## config.mk

```make
export PLATFORM = sky130hd
export DESIGN_NAME = exc_sysreg_file
export DESIGN_NICKNAME = d
export VERILOG_FILES = /design/src/rtl/exc_regs_pkg.sv /design/src/rtl/exc_pend_state.sv /design/src/rtl/exc_cfg_regs.sv /design/src/rtl/exc_status_mux.sv /design/src/rtl/exc_sysreg_file.sv
export SDC_FILE = /design/constraint.sdc
export NUM_CORES = 1
export LEC_CHECK = 0
export ABC_AREA = 1
export BUFFER_PORTS_ARGS = -buffer_cell sky130_fd_sc_hd__buf_2
export CORE_MARGIN = 4
export CORE_UTILIZATION = 40
export CTS_CLUSTER_DIAMETER = 150
export CTS_CLUSTER_SIZE = 14
export DETAILED_ROUTE_END_ITERATION = 8
export PLACE_DENSITY = 0.75
export SLEW_MARGIN = 40
export SYNTH_ARGS = -nofsm -noshare
export SYNTH_HDL_FRONTEND = slang
export SYNTH_SLANG_ARGS = --single-unit
export TNS_END_PERCENT = 10
```

## constraint.sdc

```tcl
create_clock -name clk_i -period 5.3 [get_ports clk_i]
set_clock_uncertainty 0.2 [all_clocks]
set_input_delay 0.53 -clock clk_i [delete_from_list [all_inputs] [get_ports clk_i]]
set_output_delay 0.53 -clock clk_i [all_outputs]
set_load 0.02 [all_outputs]
```

## src/rtl/exc_regs_pkg.sv

```systemverilog
package exc_regs_pkg;

  localparam int unsigned EXC_NMI = 2;
  localparam int unsigned EXC_MEM = 4;
  localparam int unsigned EXC_BUS = 5;
  localparam int unsigned EXC_USE = 6;
  localparam int unsigned EXC_SVC = 11;
  localparam int unsigned EXC_DBG = 12;
  localparam int unsigned EXC_DEF = 14;
  localparam int unsigned EXC_TMR = 15;

  localparam logic [15:0] EXC_IMPL = 16'hD874;

  localparam logic [11:0] OFS_TYPE  = 12'h004;
  localparam logic [11:0] OFS_CTRL  = 12'hD04;
  localparam logic [11:0] OFS_VTO   = 12'hD08;
  localparam logic [11:0] OFS_RST   = 12'hD0C;
  localparam logic [11:0] OFS_PRI0  = 12'hD18;
  localparam logic [11:0] OFS_PRI1  = 12'hD1C;
  localparam logic [11:0] OFS_PRI2  = 12'hD20;
  localparam logic [11:0] OFS_HSTAT = 12'hD24;

  localparam logic [15:0] RST_KEY  = 16'h05FA;
  localparam logic [31:0] RST_READ = 32'hFA05_0000;

  typedef enum logic [2:0] {
    SEL_NONE, SEL_TYPE, SEL_CTRL, SEL_VTO, SEL_RST, SEL_PRI, SEL_HSTAT
  } reg_sel_e;

  function automatic reg_sel_e decode_sel(input logic [11:0] a);
    case (a)
      OFS_TYPE:                     return SEL_TYPE;
      OFS_CTRL:                     return SEL_CTRL;
      OFS_VTO:                      return SEL_VTO;
      OFS_RST:                      return SEL_RST;
      OFS_PRI0, OFS_PRI1, OFS_PRI2: return SEL_PRI;
      OFS_HSTAT:                    return SEL_HSTAT;
      default:                      return SEL_NONE;
    endcase
  endfunction

endpackage

```

## src/rtl/exc_pend_state.sv

```systemverilog
module exc_pend_state
  import exc_regs_pkg::*;
(
  input  logic        clk_i,
  input  logic        rst_ni,
  input  logic        ctrl_we_i,
  input  logic [31:0] wdata_i,
  input  logic [15:0] hw_set_i,
  input  logic        ack_i,
  input  logic [3:0]  ack_num_i,
  input  logic        done_i,
  input  logic [3:0]  done_num_i,
  output logic [15:0] pend_o,
  output logic [15:0] act_o
);

  logic [15:0] pend_q, act_q, pend_d, act_d;
  logic [15:0] sw_set, sw_clr, ack_vec, done_vec;
  logic        unused_wdata;

  assign unused_wdata = ^{wdata_i[30:29], wdata_i[24:0]};

  always_comb begin
    sw_set = '0;
    sw_clr = '0;
    if (ctrl_we_i) begin
      sw_set[EXC_NMI] = wdata_i[31];
      sw_set[EXC_DEF] = wdata_i[28];
      sw_set[EXC_TMR] = wdata_i[26];
      sw_clr[EXC_DEF] = wdata_i[27] & ~wdata_i[28];
      sw_clr[EXC_TMR] = wdata_i[25] & ~wdata_i[26];
    end
    ack_vec  = ack_i  ? (16'd1 << ack_num_i)  : 16'd0;
    done_vec = done_i ? (16'd1 << done_num_i) : 16'd0;
    pend_d   = ((pend_q & ~sw_clr & ~ack_vec) | sw_set | hw_set_i) & EXC_IMPL;
    act_d    = ((act_q & ~done_vec) | ack_vec) & EXC_IMPL;
  end

  always_ff @(posedge clk_i or negedge rst_ni) begin
    if (!rst_ni) begin
      pend_q <= '0;
      act_q  <= '0;
    end else begin
      pend_q <= pend_d;
      act_q  <= act_d;
    end
  end

  assign pend_o = pend_q;
  assign act_o  = act_q;

  assert_set_wins_R2: assert property (@(posedge clk_i) disable iff (!rst_ni)
    (ctrl_we_i && wdata_i[28]) |=> pend_o[EXC_DEF]);

  assert_clear_R2: assert property (@(posedge clk_i) disable iff (!rst_ni)
    (ctrl_we_i && wdata_i[25] && !wdata_i[26] && !hw_set_i[EXC_TMR]) |=> !pend_o[EXC_TMR]);

  assert_ack_active_R12: assert property (@(posedge clk_i) disable iff (!rst_ni)
    (ack_i && EXC_IMPL[ack_num_i]) |=> act_o[$past(ack_num_i)]);

endmodule

```

## src/rtl/exc_cfg_regs.sv

```systemverilog
module exc_cfg_regs
  import exc_regs_pkg::*;
#(
  parameter int unsigned NUM_PRIO = 12,
  parameter int unsigned PRIO_W   = 8
) (
  input  logic                       clk_i,
  input  logic                       rst_ni,
  input  logic                       pri_we_i,
  input  logic [1:0]                 pri_idx_i,
  input  logic                       hctl_we_i,
  input  logic                       vto_we_i,
  input  logic                       rst_we_i,
  input  logic [31:0]                wdata_i,
  output logic [NUM_PRIO*PRIO_W-1:0] prio_o,
  output logic [2:0]                 fault_en_o,
  output logic [31:0]                vto_o,
  output logic                       sys_reset_o
);

  localparam int unsigned LANES     = 4;
  localparam int unsigned LANE_W    = 8;
  localparam int unsigned VTO_ALIGN = 7;

  for (genvar g = 0; g < NUM_PRIO; g++) begin : g_prio
    localparam int unsigned WORD = g / LANES;
    localparam int unsigned LANE = g % LANES;
    logic [PRIO_W-1:0] pri_q;
    always_ff @(posedge clk_i or negedge rst_ni) begin
      if (!rst_ni) pri_q <= '0;
      else if (pri_we_i && pri_idx_i == WORD[1:0])
        pri_q <= wdata_i[LANE*LANE_W +: PRIO_W];
    end
    assign prio_o[g*PRIO_W +: PRIO_W] = pri_q;
  end

  logic [2:0]  en_q;
  logic [31:0] vto_q;
  logic        rst_q;
  logic        key_ok;

  assign key_ok = (wdata_i[31:16] == RST_KEY) && (wdata_i[0] || wdata_i[2]);

  always_ff @(posedge clk_i or negedge rst_ni) begin
    if (!rst_ni) begin
      en_q  <= '0;
      vto_q <= '0;
      rst_q <= 1'b0;
    end else begin
      if (hctl_we_i) en_q <= wdata_i[18:16];
      if (vto_we_i)  vto_q <= {wdata_i[31:VTO_ALIGN], {VTO_ALIGN{1'b0}}};
      rst_q <= rst_we_i && key_ok;
    end
  end

  assign fault_en_o  = en_q;
  assign vto_o       = vto_q;
  assign sys_reset_o = rst_q;

  assert_vto_follows_R8: assert property (@(posedge clk_i) disable iff (!rst_ni)
    vto_we_i |=> (vto_o[31:VTO_ALIGN] == $past(wdata_i[31:VTO_ALIGN])));

  assert_en_hold_R7: assert property (@(posedge clk_i) disable iff (!rst_ni)
    !hctl_we_i |=> $stable(fault_en_o));

  assert_key_gate_R9: assert property (@(posedge clk_i) disable iff (!rst_ni)
    $rose(sys_reset_o) |-> ($past(rst_we_i) && $past(wdata_i[31:16]) == RST_KEY));

endmodule

```

## src/rtl/exc_status_mux.sv

```systemverilog
module exc_status_mux
  import exc_regs_pkg::*;
#(
  parameter int unsigned NUM_EXT_IRQ = 64,
  parameter int unsigned NUM_PRIO    = 12,
  parameter int unsigned PRIO_W      = 8,
  parameter int unsigned VEC_W       = 9
) (
  input  reg_sel_e                   sel_i,
  input  logic [1:0]                 pri_idx_i,
  input  logic [15:0]                pend_i,
  input  logic [15:0]                act_i,
  input  logic [2:0]                 fault_en_i,
  input  logic [NUM_PRIO*PRIO_W-1:0] prio_i,
  input  logic [31:0]                vto_i,
  input  logic [VEC_W-1:0]           active_vec_i,
  input  logic                       nested_i,
  input  logic [VEC_W-1:0]           pend_vec_i,
  input  logic                       ext_pend_i,
  output logic [31:0]                rdata_o
);

  localparam int unsigned LANES    = 4;
  localparam int unsigned LANE_W   = 8;
  localparam logic [31:0] TYPE_VAL = 32'((NUM_EXT_IRQ / 32) - 1);

  logic [31:0] ctrl_word, hstat_word, pri_word;
  logic        unused_bits;

  assign unused_bits = ^{pend_i[13:12], pend_i[10:7], pend_i[3], pend_i[1:0],
                         act_i[13], act_i[10:7], act_i[3:0]};

  always_comb begin
    ctrl_word = '0;
    ctrl_word[VEC_W-1:0]    = active_vec_i;
    ctrl_word[11]           = (active_vec_i == '0) || !nested_i;
    ctrl_word[12 +: VEC_W]  = pend_vec_i;
    ctrl_word[22]           = ext_pend_i;
    ctrl_word[26]           = pend_i[EXC_TMR];
    ctrl_word[28]           = pend_i[EXC_DEF];
    ctrl_word[31]           = pend_i[EXC_NMI];
  end

  always_comb begin
    hstat_word = '0;
    hstat_word[0]     = act_i[EXC_MEM];
    hstat_word[1]     = act_i[EXC_BUS];
    hstat_word[3]     = act_i[EXC_USE];
    hstat_word[7]     = act_i[EXC_SVC];
    hstat_word[8]     = act_i[EXC_DBG];
    hstat_word[10]    = act_i[EXC_DEF];
    hstat_word[11]    = act_i[EXC_TMR];
    hstat_word[12]    = pend_i[EXC_USE];
    hstat_word[13]    = pend_i[EXC_MEM];
    hstat_word[14]    = pend_i[EXC_BUS];
    hstat_word[15]    = pend_i[EXC_SVC];
    hstat_word[18:16] = fault_en_i;
  end

  for (genvar j = 0; j < LANES; j++) begin : g_lane
    logic [LANE_W-1:0] lane;
    always_comb begin
      lane = '0;
      for (int k = 0; k < NUM_PRIO / LANES; k++)
        if (pri_idx_i == k[1:0]) lane[PRIO_W-1:0] = prio_i[(k*LANES+j)*PRIO_W +: PRIO_W];
    end
    assign pri_word[j*LANE_W +: LANE_W] = lane;
  end

  always_comb begin
    unique case (sel_i)
      SEL_TYPE:  rdata_o = TYPE_VAL;
      SEL_CTRL:  rdata_o = ctrl_word;
      SEL_VTO:   rdata_o = vto_i;
      SEL_RST:   rdata_o = RST_READ;
      SEL_PRI:   rdata_o = pri_word;
      SEL_HSTAT: rdata_o = hstat_word;
      default:   rdata_o = '0;
    endcase
  end

endmodule

```

## src/rtl/exc_sysreg_file.sv

```systemverilog
module exc_sysreg_file
  import exc_regs_pkg::*;
#(
  parameter int unsigned NUM_EXT_IRQ = 64,
  parameter int unsigned NUM_PRIO    = 12,
  parameter int unsigned PRIO_W      = 8,
  parameter int unsigned VEC_W       = 9
) (
  input  logic                       clk_i,
  input  logic                       rst_ni,
  input  logic                       req_i,
  input  logic                       we_i,
  input  logic [11:0]                addr_i,
  input  logic [31:0]                wdata_i,
  output logic [31:0]                rdata_o,
  output logic                       err_o,
  input  logic [15:0]                hw_set_i,
  input  logic                       ack_i,
  input  logic [3:0]                 ack_num_i,
  input  logic                       done_i,
  input  logic [3:0]                 done_num_i,
  input  logic [VEC_W-1:0]           active_vec_i,
  input  logic                       nested_i,
  input  logic [VEC_W-1:0]           pend_vec_i,
  input  logic                       ext_pend_i,
  output logic [15:0]                pend_o,
  output logic [15:0]                act_o,
  output logic [2:0]                 fault_en_o,
  output logic [NUM_PRIO*PRIO_W-1:0] prio_o,
  output logic [31:0]                vto_o,
  output logic                       sys_reset_o
);

  reg_sel_e    sel;
  logic [1:0]  pri_idx;
  logic [11:0] pri_off;
  logic        wr, rd, bad;
  logic [31:0] mux_data;
  logic        unused_off;

  assign sel        = decode_sel(addr_i);
  assign pri_off    = addr_i - OFS_PRI0;
  assign pri_idx    = pri_off[3:2];
  assign unused_off = ^{pri_off[11:4], pri_off[1:0]};
  assign bad        = req_i && (sel == SEL_NONE || (we_i && sel == SEL_TYPE));
  assign wr         = req_i && we_i && !bad;
  assign rd         = req_i && !we_i && !bad;

  exc_pend_state u_pend (
    .clk_i, .rst_ni,
    .ctrl_we_i  (wr && sel == SEL_CTRL),
    .wdata_i,
    .hw_set_i,
    .ack_i, .ack_num_i, .done_i, .done_num_i,
    .pend_o, .act_o
  );

  exc_cfg_regs #(.NUM_PRIO(NUM_PRIO), .PRIO_W(PRIO_W)) u_cfg (
    .clk_i, .rst_ni,
    .pri_we_i   (wr && sel == SEL_PRI),
    .pri_idx_i  (pri_idx),
    .hctl_we_i  (wr && sel == SEL_HSTAT),
    .vto_we_i   (wr && sel == SEL_VTO),
    .rst_we_i   (wr && sel == SEL_RST),
    .wdata_i,
    .prio_o, .fault_en_o, .vto_o, .sys_reset_o
  );

  exc_status_mux #(
    .NUM_EXT_IRQ(NUM_EXT_IRQ), .NUM_PRIO(NUM_PRIO), .PRIO_W(PRIO_W), .VEC_W(VEC_W)
  ) u_mux (
    .sel_i      (sel),
    .pri_idx_i  (pri_idx),
    .pend_i     (pend_o),
    .act_i      (act_o),
    .fault_en_i (fault_en_o),
    .prio_i     (prio_o),
    .vto_i      (vto_o),
    .active_vec_i, .nested_i, .pend_vec_i, .ext_pend_i,
    .rdata_o    (mux_data)
  );

  assign rdata_o = rd ? mux_data : 32'd0;
  assign err_o   = bad;

  assert_err_reads_zero_R11: assert property (@(posedge clk_i) disable iff (!rst_ni)
    err_o |-> (rdata_o == 32'd0));

  assert_base_flag_R4: assert property (@(posedge clk_i) disable iff (!rst_ni)
    (rd && sel == SEL_CTRL && active_vec_i == '0) |-> rdata_o[11]);

endmodule

```

==> results_dict.tcl <==
set metrics [dict create \
    outcome "complete, no violations" \
    worst-setup-path-type "input pin to primary output" \
    grt_overflow_total 0 \
    startpoint_type "input pin" \
    synth_top_family_by_area "simple AND/OR/NAND/NOR gates" \
    fin_util_pct 52.4 \
    io_buffer_count 259 \
    fillers 1728 \
    max_cap_violations 0 \
    hold_path_end "u_pend.pend_o[5]" \
    required_ns 4.57 \
    cpMostUsedCell "nand2_1" \
    p_total_mw 2.64 \
    grt_antenna_before_repair 0 \
    ys.warnings.count 0 \
    r2r_end "u_pend.act_o[4]" \
    antenna_cells 0 \
    final_hold_viol_count 0 \
    cts_tree "done" \
    whs_path_depth 2 \
    fmaxAchievable_ghz 0.286 \
    vdd_ir_drop_max_mv 0.205 \
    ant_nets 0 \
    muxShareOfSynthArea_pct 0 \
    grt_max_degree 103 \
    ioPinCount 291 \
    via_count 7457 \
    gp_congestion 0.917 \
    max_slew_margin_pct 51.3 \
    area_growth_pct 28.6 \
    cts.sinks 141 \
    final_layout_size_suffix_gt1_share_pct 27.7 \
    p_per_area_nw_per_um2 280 \
    ys_ff_latch 141 \
    clock_latency_ns 0.41 \
    syn_avg_cell_area_um2 7.49 \
    synthArstFlopShare_pct 100 \
    seq_area_frac_synth_pct 48.2 \
    path_cells "buf_2, inv_1, nand2_1, nor2_4, nand2_1, nand2_2, inv_2, nand2_2, inv_1, nor2_1, o21ai_0, nand4_1, nand2_1, inv_2, buf_2" \
    crit_slowest_cell "nor2_1" \
    fp.dieW_um 143 \
    yosysMostFrequentCell "nand2_1" \
    critPathArrivalTime_ns 2.76 \
    synth_xor_area_share_pct 0 \
    synth-adder-area-share_pct 0 \
    nets 1318 \
    crit_path_end_kind "primary output" \
    post-cts-setup-buffers 0 \
    rsz0062_at_grt "false" \
    dr.pass1.iters 5 \
    syn_inst 977 \
    place_hpwl_um 19900 \
    synth_cell_type_count 30 \
    synth_area_leaders "dfrtp_1, nand2_1, a21oi_1" \
    drc 0 \
    rr_worst_depth 2 \
    hold_path_class "input pin to register" \
    regToRegSetupSlack_ns 4.34 \
    cts-buffers-inserted 17 \
    synthFlopType "dfrtp_1" \
    grt_use_total_pct 25.9 \
    start_util_pct 40.7 \
    synth_edf_count 0 \
    p_leak_nw 5.36 \
    clockBufferDepth 2 \
    report.final.slew_viol_count 0 \
    synth_top_area_cell "dfrtp_1" \
    routed_wl_um 26900 \
    netlist.area_leader.share_pct 48.2 \
    grt_pass1_wl_um 40600 \
    drt-wirelength-per-cell_um 18.4 \
    die_h_um 143 \
    finalCriticalPeriod_ns 3.49 \
    syn-cell-area_um2 7320 \
    cpPeakStageDelay_ns 0.39 \
    drtIter0Drc 506 \
    synth_simple_gate_area_share_pct 29.5 \
    htreeDepth 4 \
    timing.rr.start "u_pend.act_o[4]" \
    path_clk_slew_ns 0.06 \
    yosys-top-cells-count "nand2_1, dfrtp_1, nor2_1, a21oi_1, inv_1" \
    first_global_vias 7150 \
    finalSetupTns_ns 0 \
    std_cell_rows 49 \
    avgViaCountPerCell 5.09 \
    crit_fanout 12 \
    setup_viol 0 \
    core-area_um2 18000 \
    synth_compound_area_share_pct 12.1 \
    die_area_um2 20500 \
    hp-start "hw_set_i[5]" \
    period_share_pct 65.9 \
    cts-root-buf "clkbuf_16" \
    tightest_slew_ns 0.729 \
]
worst max-delay path by stage:
stage,from,depth (start not counted),to
2_1_floorplan,addr_i[9],12,rdata_o[2]
3_3_place_gp,addr_i[9],15,rdata_o[18]
3_5_place_dp,addr_i[9],15,rdata_o[18]
4_1_cts,addr_i[9],15,rdata_o[18]
5_1_grt,addr_i[9],15,rdata_o[18]
6_report,addr_i[9],15,rdata_o[18]
report_power, final:
part,internal (mW),total [mW],switching (mW)
registers,1.09,1.11,0.0160
logic,0.0592,0.212,0.153
clock network,0.847,1.32,0.470
layout make-up:
class | instances | area, um2 | area share, %
Clock buffer | 21 | 450 | 4.79
Clock inverter | 10 | 189 | 2.01
Inverter | 91 | 342 | 3.63
Multi-Input combinational cell | 699 | 3130 | 33.2
Sequential cell | 141 | 3530 | 37.5
Tap cell | 229 | 287 | 3.04
Timing Repair Buffer | 274 | 1490 | 15.8
routing by layer:
metal	share of wire (%)	track usage, %	up-vias
met1	44	36.3	3456
met2	45	40.3	367
met5	0	0	-
met4	2.2	8.77	0
li1	-	-	3589
met3	8.7	5.19	45
kinds of logic after synthesis:
logic type,after synthesis
other,1
AND/OR/NAND/NOR,506
buffers and inverters,159
flip-flops,141
AO/OA/AOI/OAI,170
worst max-delay path, delay by kind of cell:
kind | cells | cell delay [ns]
compound gates | 1 | 0.23
buf+inv | 6 | 0.72
simple gates | 8 | 1.27
metrics by stage:
stage	instances	hold slack (ns)	worst slack [ns]	area [um2]
floorplan	999	0.0344	2.59	7400
global placement	1429	0.279	1.83	8660
detailed placement	1432	0.283	1.79	8740
CTS	1464	0.0774	1.79	9390
global route	1465	0.0874	1.57	9410
finish	1465	0.0961	1.81	9410
layout by cell type (no fill, tap or decap), types with 2 or more instances in the layout:
cell       count
a21o_1         2
a21oi_1      111
a22o_1         2
a31oi_1        9
buf_16         3
buf_2        258
buf_4         10
buf_8          2
bufinv_16      5
clkbuf_1       3
clkbuf_16     17
clkinv_4       3
conb_1        23
dfrtp_1      141
inv_1         70
inv_2         21
nand2_1      272
nand2_2        4
nand2_4        2
nand3_1       54
nand3_2        2
nand4_1       26
nor2_1       125
nor2_2         6
nor2_4         5
nor3_1         2
nor4_1         6
o21ai_0       17
o21ai_1       25
o31ai_1        2
timing repair:
item	4_1_cts	5_1_grt
hold buffers	1	0
hold endpoints to repair	16	0
gates resized for setup	0	0
state kept, by name, indices dropped and copies added (netlist names):
signal and count:
u_cfg.vto_o 25, u_cfg.sys_reset_o 1, u_cfg.g_prio.pri_q 96, u_pend.act_o 8
u_cfg.fault_en_o 3, u_pend.pend_o 8
Note: power is estimated with default switching activity, not from simulation.
